[src/rtl/cipher_operand_bypass.sv]
module cipher_operand_bypass #(
  parameter int WORD_W    = 32,
  parameter int ADDR_W    = 4,
  parameter int KEY_WORDS = 4
) (
  input  logic [1:0]                  ex_kind,
  input  logic [ADDR_W-1:0]           ex_addr,
  input  logic [2*WORD_W-1:0]         ex_data,
  input  logic                        ex_last_step,
  input  logic [1:0]                  mem_kind,
  input  logic [ADDR_W-1:0]           mem_addr,
  input  logic [2*WORD_W-1:0]         mem_data,
  input  logic [1:0]                  wb_kind,
  input  logic [ADDR_W-1:0]           wb_addr,
  input  logic [2*WORD_W-1:0]         wb_data,
  input  logic [2*WORD_W-1:0]         rf_block,
  input  logic [KEY_WORDS*WORD_W-1:0] rf_key,
  output logic [2*WORD_W-1:0]         cur_block,
  output logic [KEY_WORDS*WORD_W-1:0] cur_key,
  output logic [2:0]                  int_bypass_kill
);

  localparam int NSTG  = 3;
  localparam int NREG  = 2 + KEY_WORDS;
  localparam int BLK_W = 2 * WORD_W;
  localparam logic [1:0] K_NONE   = 2'd0;
  localparam logic [1:0] K_XOR_II = 2'd1;
  localparam logic [1:0] K_XOR_IE = 2'd2;
  localparam logic [1:0] K_CIPHER = 2'd3;

  logic [1:0]        st_kind [NSTG];
  logic [ADDR_W-1:0] st_addr [NSTG];
  logic [BLK_W-1:0]  st_data [NSTG];
  logic [NSTG-1:0]   st_xor, st_ct;
  logic [WORD_W-1:0] fwd [NREG];

  assign st_kind[0] = ex_kind;  assign st_addr[0] = ex_addr;  assign st_data[0] = ex_data;
  assign st_kind[1] = mem_kind; assign st_addr[1] = mem_addr; assign st_data[1] = mem_data;
  assign st_kind[2] = wb_kind;  assign st_addr[2] = wb_addr;  assign st_data[2] = wb_data;

  genvar s, r;
  generate
    for (s = 0; s < NSTG; s++) begin : g_stage
      assign st_xor[s] = (st_kind[s] == K_XOR_II) || (st_kind[s] == K_XOR_IE);
      assign st_ct[s]  = (st_kind[s] == K_CIPHER) && ((s != 0) || ex_last_step);
      assign int_bypass_kill[s] = st_kind[s] != K_NONE;
    end

    for (r = 0; r < NREG; r++) begin : g_reg
      logic [NSTG-1:0]   hit;
      logic [WORD_W-1:0] val [NSTG];
      logic [WORD_W-1:0] stored;
      logic [WORD_W-1:0] pick;

      if (r < 2) begin : g_blk
        assign stored = rf_block[(1-r)*WORD_W +: WORD_W];
        for (s = 0; s < NSTG; s++) begin : g_src
          assign hit[s] = (st_xor[s] && st_addr[s] == ADDR_W'(r)) || st_ct[s];
          assign val[s] = st_ct[s] ? st_data[s][(1-r)*WORD_W +: WORD_W]
                                   : st_data[s][WORD_W-1:0];
        end
      end else begin : g_key
        assign stored = rf_key[(KEY_WORDS-1-(r-2))*WORD_W +: WORD_W];
        for (s = 0; s < NSTG; s++) begin : g_src
          assign hit[s] = st_xor[s] && st_addr[s] == ADDR_W'(r);
          assign val[s] = st_data[s][WORD_W-1:0];
        end
      end

      always_comb begin
        pick = stored;
        for (int k = NSTG - 1; k >= 0; k--)
          if (hit[k]) pick = val[k];
      end
      assign fwd[r] = pick;
    end

    for (r = 0; r < KEY_WORDS; r++) begin : g_keyout
      assign cur_key[(KEY_WORDS-1-r)*WORD_W +: WORD_W] = fwd[2+r];
    end
  endgenerate

  assign cur_block = {fwd[0], fwd[1]};

  always_comb begin
    if (int_bypass_kill == '0)
      assert_idle_passthru_R1: assert (cur_block == rf_block && cur_key == rf_key)
        else $error("idle stages altered operands");
    if (ex_kind == K_CIPHER && ex_last_step)
      assert_last_step_block_R6: assert (cur_block == ex_data && cur_key[WORD_W-1:0] == fwd[NREG-1])
        else $error("final cipher step not forwarded");
    if ((ex_kind == K_XOR_II || ex_kind == K_XOR_IE) && ex_addr == '0)
      assert_ex_youngest_R5: assert (cur_block[BLK_W-1 -: WORD_W] == ex_data[WORD_W-1:0])
        else $error("execute write to block high lost priority");
    if (cur_block != rf_block || cur_key != rf_key)
      assert_kill_on_forward_R9: assert (int_bypass_kill != '0)
        else $error("forwarded without integer bypass suppression");
  end

endmodule

[config.mk]
export PLATFORM = sky130hd
export DESIGN_NAME = cipher_operand_bypass
export DESIGN_NICKNAME = d
export VERILOG_FILES = /design/src/rtl/cipher_operand_bypass.sv
export SDC_FILE = /design/constraint.sdc
export NUM_CORES = 1
export LEC_CHECK = 0
export BUFFER_PORTS_ARGS = -buffer_cell sky130_fd_sc_hd__buf_2
export CELL_PAD_IN_SITES_DETAIL_PLACEMENT = 2
export CELL_PAD_IN_SITES_GLOBAL_PLACEMENT = 2
export CORE_AREA = 3 3 231 233
export DETAILED_ROUTE_END_ITERATION = 16
export DIE_AREA = 0 0 234 236
export GPL_TIMING_DRIVEN = 0
export PLACE_DENSITY_LB_ADDON = 0.15
export REMOVE_ABC_BUFFERS = 1
export SYNTH_ARGS = -nofsm -noshare
export SYNTH_HDL_FRONTEND = slang
export SYNTH_SLANG_ARGS = --single-unit
[constraint.sdc]
create_clock -name vclk -period 6.3
set_input_delay 0.945 -clock vclk [all_inputs]
set_output_delay 0.945 -clock vclk [all_outputs]
set_load 0.02 [all_outputs]
==> flow_metrics.env <==
export IMPL_placement_rows=83
export IMPL_wl_met3_um=5150
export IMPL_vias=13700
export IMPL_route_detailed_drc=0
export IMPL_grt_max_degree=57
export IMPL_worst_hold_path_endpoint="cur_block[32]"
export IMPL_grt_use_total_pct=27.0
export IMPL_wl_met1_um=32600
export IMPL_nNetsFinal=2224
export IMPL_status="finished, final reports clean"
export IMPL_post_route_util_pct=23.4
export IMPL_syn_avg_cell_area_um2=5.83
export IMPL_leakage_nw=5.22
export IMPL_seq_cells=0
export IMPL_setup_viol=0
export IMPL_pwr_density_cell_mw_per_mm2=91.0
export IMPL_placedCellCount=2493
export IMPL_gp_congestion=0.803
export IMPL_yosysSeqAreaShare_pct=0
export IMPL_netlist_instances=1312
export IMPL_crit_type="primary input to output port"
export IMPL_hpwl_um=61400
export IMPL_peakVddDrop_v=0.0000623
export IMPL_fin_cells=2510
export IMPL_drt_iter0_drc=760
export IMPL_synthDistinctLibCells=39
export IMPL_top_layer="met5"
export IMPL_synth_area_mm2=0.00765
export IMPL_hold_path_depth=4
export IMPL_period_share_pct=91.8
export IMPL_drv_cap=0
export IMPL_initial_core_util_pct=14.9
export IMPL_cp_end_kind="output port"
export IMPL_holdBufCountCts=0
export IMPL_dieArea_mm2=0.0552
export IMPL_hold_class="primary input to output port"
export IMPL_min_period_ps=5790
export IMPL_synth_top_area_cell="a211oi_1"
export IMPL_drive_above_1_share_pct=38.8
export IMPL_grt_setup_unrepaired="false"
export IMPL_critPathLaunchType="primary input"
export IMPL_max_freq_mhz=173
export IMPL_grt_overflow=0
export IMPL_finalHoldViolations=0
export IMPL_synth_area_leaders="a211oi_1 13%, o31ai_1 13%, nor2_1 11%"
export IMPL_io_pins=598
export IMPL_fillerInstances=6362
export IMPL_port_buffer_count=598
export IMPL_crit_fanout=34
export IMPL_synth_top_cell_area_share_pct=12.6
export IMPL_wirelength_um=78900
export IMPL_wl_met2_um=38800
export IMPL_vias_per_cell=5.46
export IMPL_post_cts_buffers=0
export IMPL_syn_to_final_growth_pct=57.3
export IMPL_worstPathArrival_ps=4840
export IMPL_n_clock_buffer=0
export IMPL_synth_top_cells_by_count="226 x nor2_1, 194 x nand2_1, 128 x a211oi_1, 128 x o31ai_1, 119 x clkbuf_1"
export IMPL_drv_slew=0
export IMPL_synth_most_common_cell="nor2_1"
export IMPL_cp_required_ps=5350
export IMPL_yosysWarnings=0
export IMPL_core_mm2=0.0514
export IMPL_wl_per_cell_um=31.4
export IMPL_detailedRoute_firstPassIterationCount=5
export IMPL_grt_pass1_wl_um=109000
export IMPL_antenna_found_initial=28
export IMPL_worst_pin_slew_ps=1270
export IMPL_die_w_um=234
export IMPL_hp_start="ex_data[32]"
export IMPL_maxSlewHeadroom_pct=15.5
export IMPL_multi_input_area_mm2=0.00695
export IMPL_postCtsResizedCells=0
export IMPL_final_antenna_net_count=0
export IMPL_die_h_um=236
export IMPL_grt_pass1_vias=14800
export IMPL_seq_area_um2=0
layout by cell type, fill, tap and decap left out, types with 33 or more instances in the layout:
master	n
nand2_1	192
buf_2	597
nor2_1	225
nand3b_1	34
a211oi_1	128
a21oi_1	33
inv_1	42
o221ai_1	64
o31ai_1	128
final cells by class:
| cell class | instances | share of cell area (%) |
|---|---|---|
| Inverter | 43 | 1.34 |
| Multi-Input combinational cell | 1104 | 57.7 |
| Timing Repair Buffer | 666 | 33.5 |
| Antenna cell | 17 | 0.354 |
| Tap cell | 680 | 7.07 |
worst max path at each step:
stage	from	end	slack, ps	depth (start not counted)
2_1_floorplan	ex_kind[0]	cur_key[0]	-1840	5
3_5_place_dp	wb_kind[1]	cur_key[5]	510	10
4_1_cts	wb_kind[1]	cur_key[5]	500	10
6_report	wb_kind[1]	cur_key[5]	510	10
3_3_place_gp	ex_kind[0]	cur_key[32]	-8700	7
5_1_grt	wb_kind[0]	cur_key[6]	390	10
logic make-up after synthesis:
kind of cell	after synthesis	synth area share, %
adders and majority gates	6	0.981
buffers and inverters	208	11.3
AOI/OAI and AO/OA	485	48.7
and+or+nand+nor	581	34.9
muxes	32	4.19
per-stage QoR:
stage | hold WS, ps | setup TNS (ps) | area, um2 | setup slack [ps] | total power, mW
floorplan | 2070 | -232940 | 6950 | -1840 | 0.497
global placement | 2300 | -1095780 | 10800 | -8700 | 1.03
detailed placement | 2290 | 0 | 12000 | 514 | 1.09
CTS | 2300 | 0 | 12000 | 498 | 1.10
global route | 2310 | 0 | 12000 | 389 | 1.16
finish | 2300 | 0 | 12000 | 514 | 1.09
worst max-delay path: stages:
cell and delay [ps]:
buf_2 110, inv_1 50, ha_2 690, buf_12 250, and4bb_2 1110, nand2_2 640, buf_12 370, a211oi_1 260
o31ai_1 130, buf_2 220
power by group:
group	switching, mW	total [mW]	internal, mW
combinational	0.700	1.09	0.395
clock	0	0.000000362	0.000000362
sequential	0	0	0
routing by layer:
| metal | up-vias | track usage, % |
|---|---|---|
| met5 | - | 0 |
| met4 | 22 | 7.61 |
| met3 | 138 | 5.05 |
| met2 | 588 | 47.6 |
| met1 | 6957 | 33.1 |
| li1 | 5997 | - |
No activity file was read; power rests on OpenSTA's default activity.
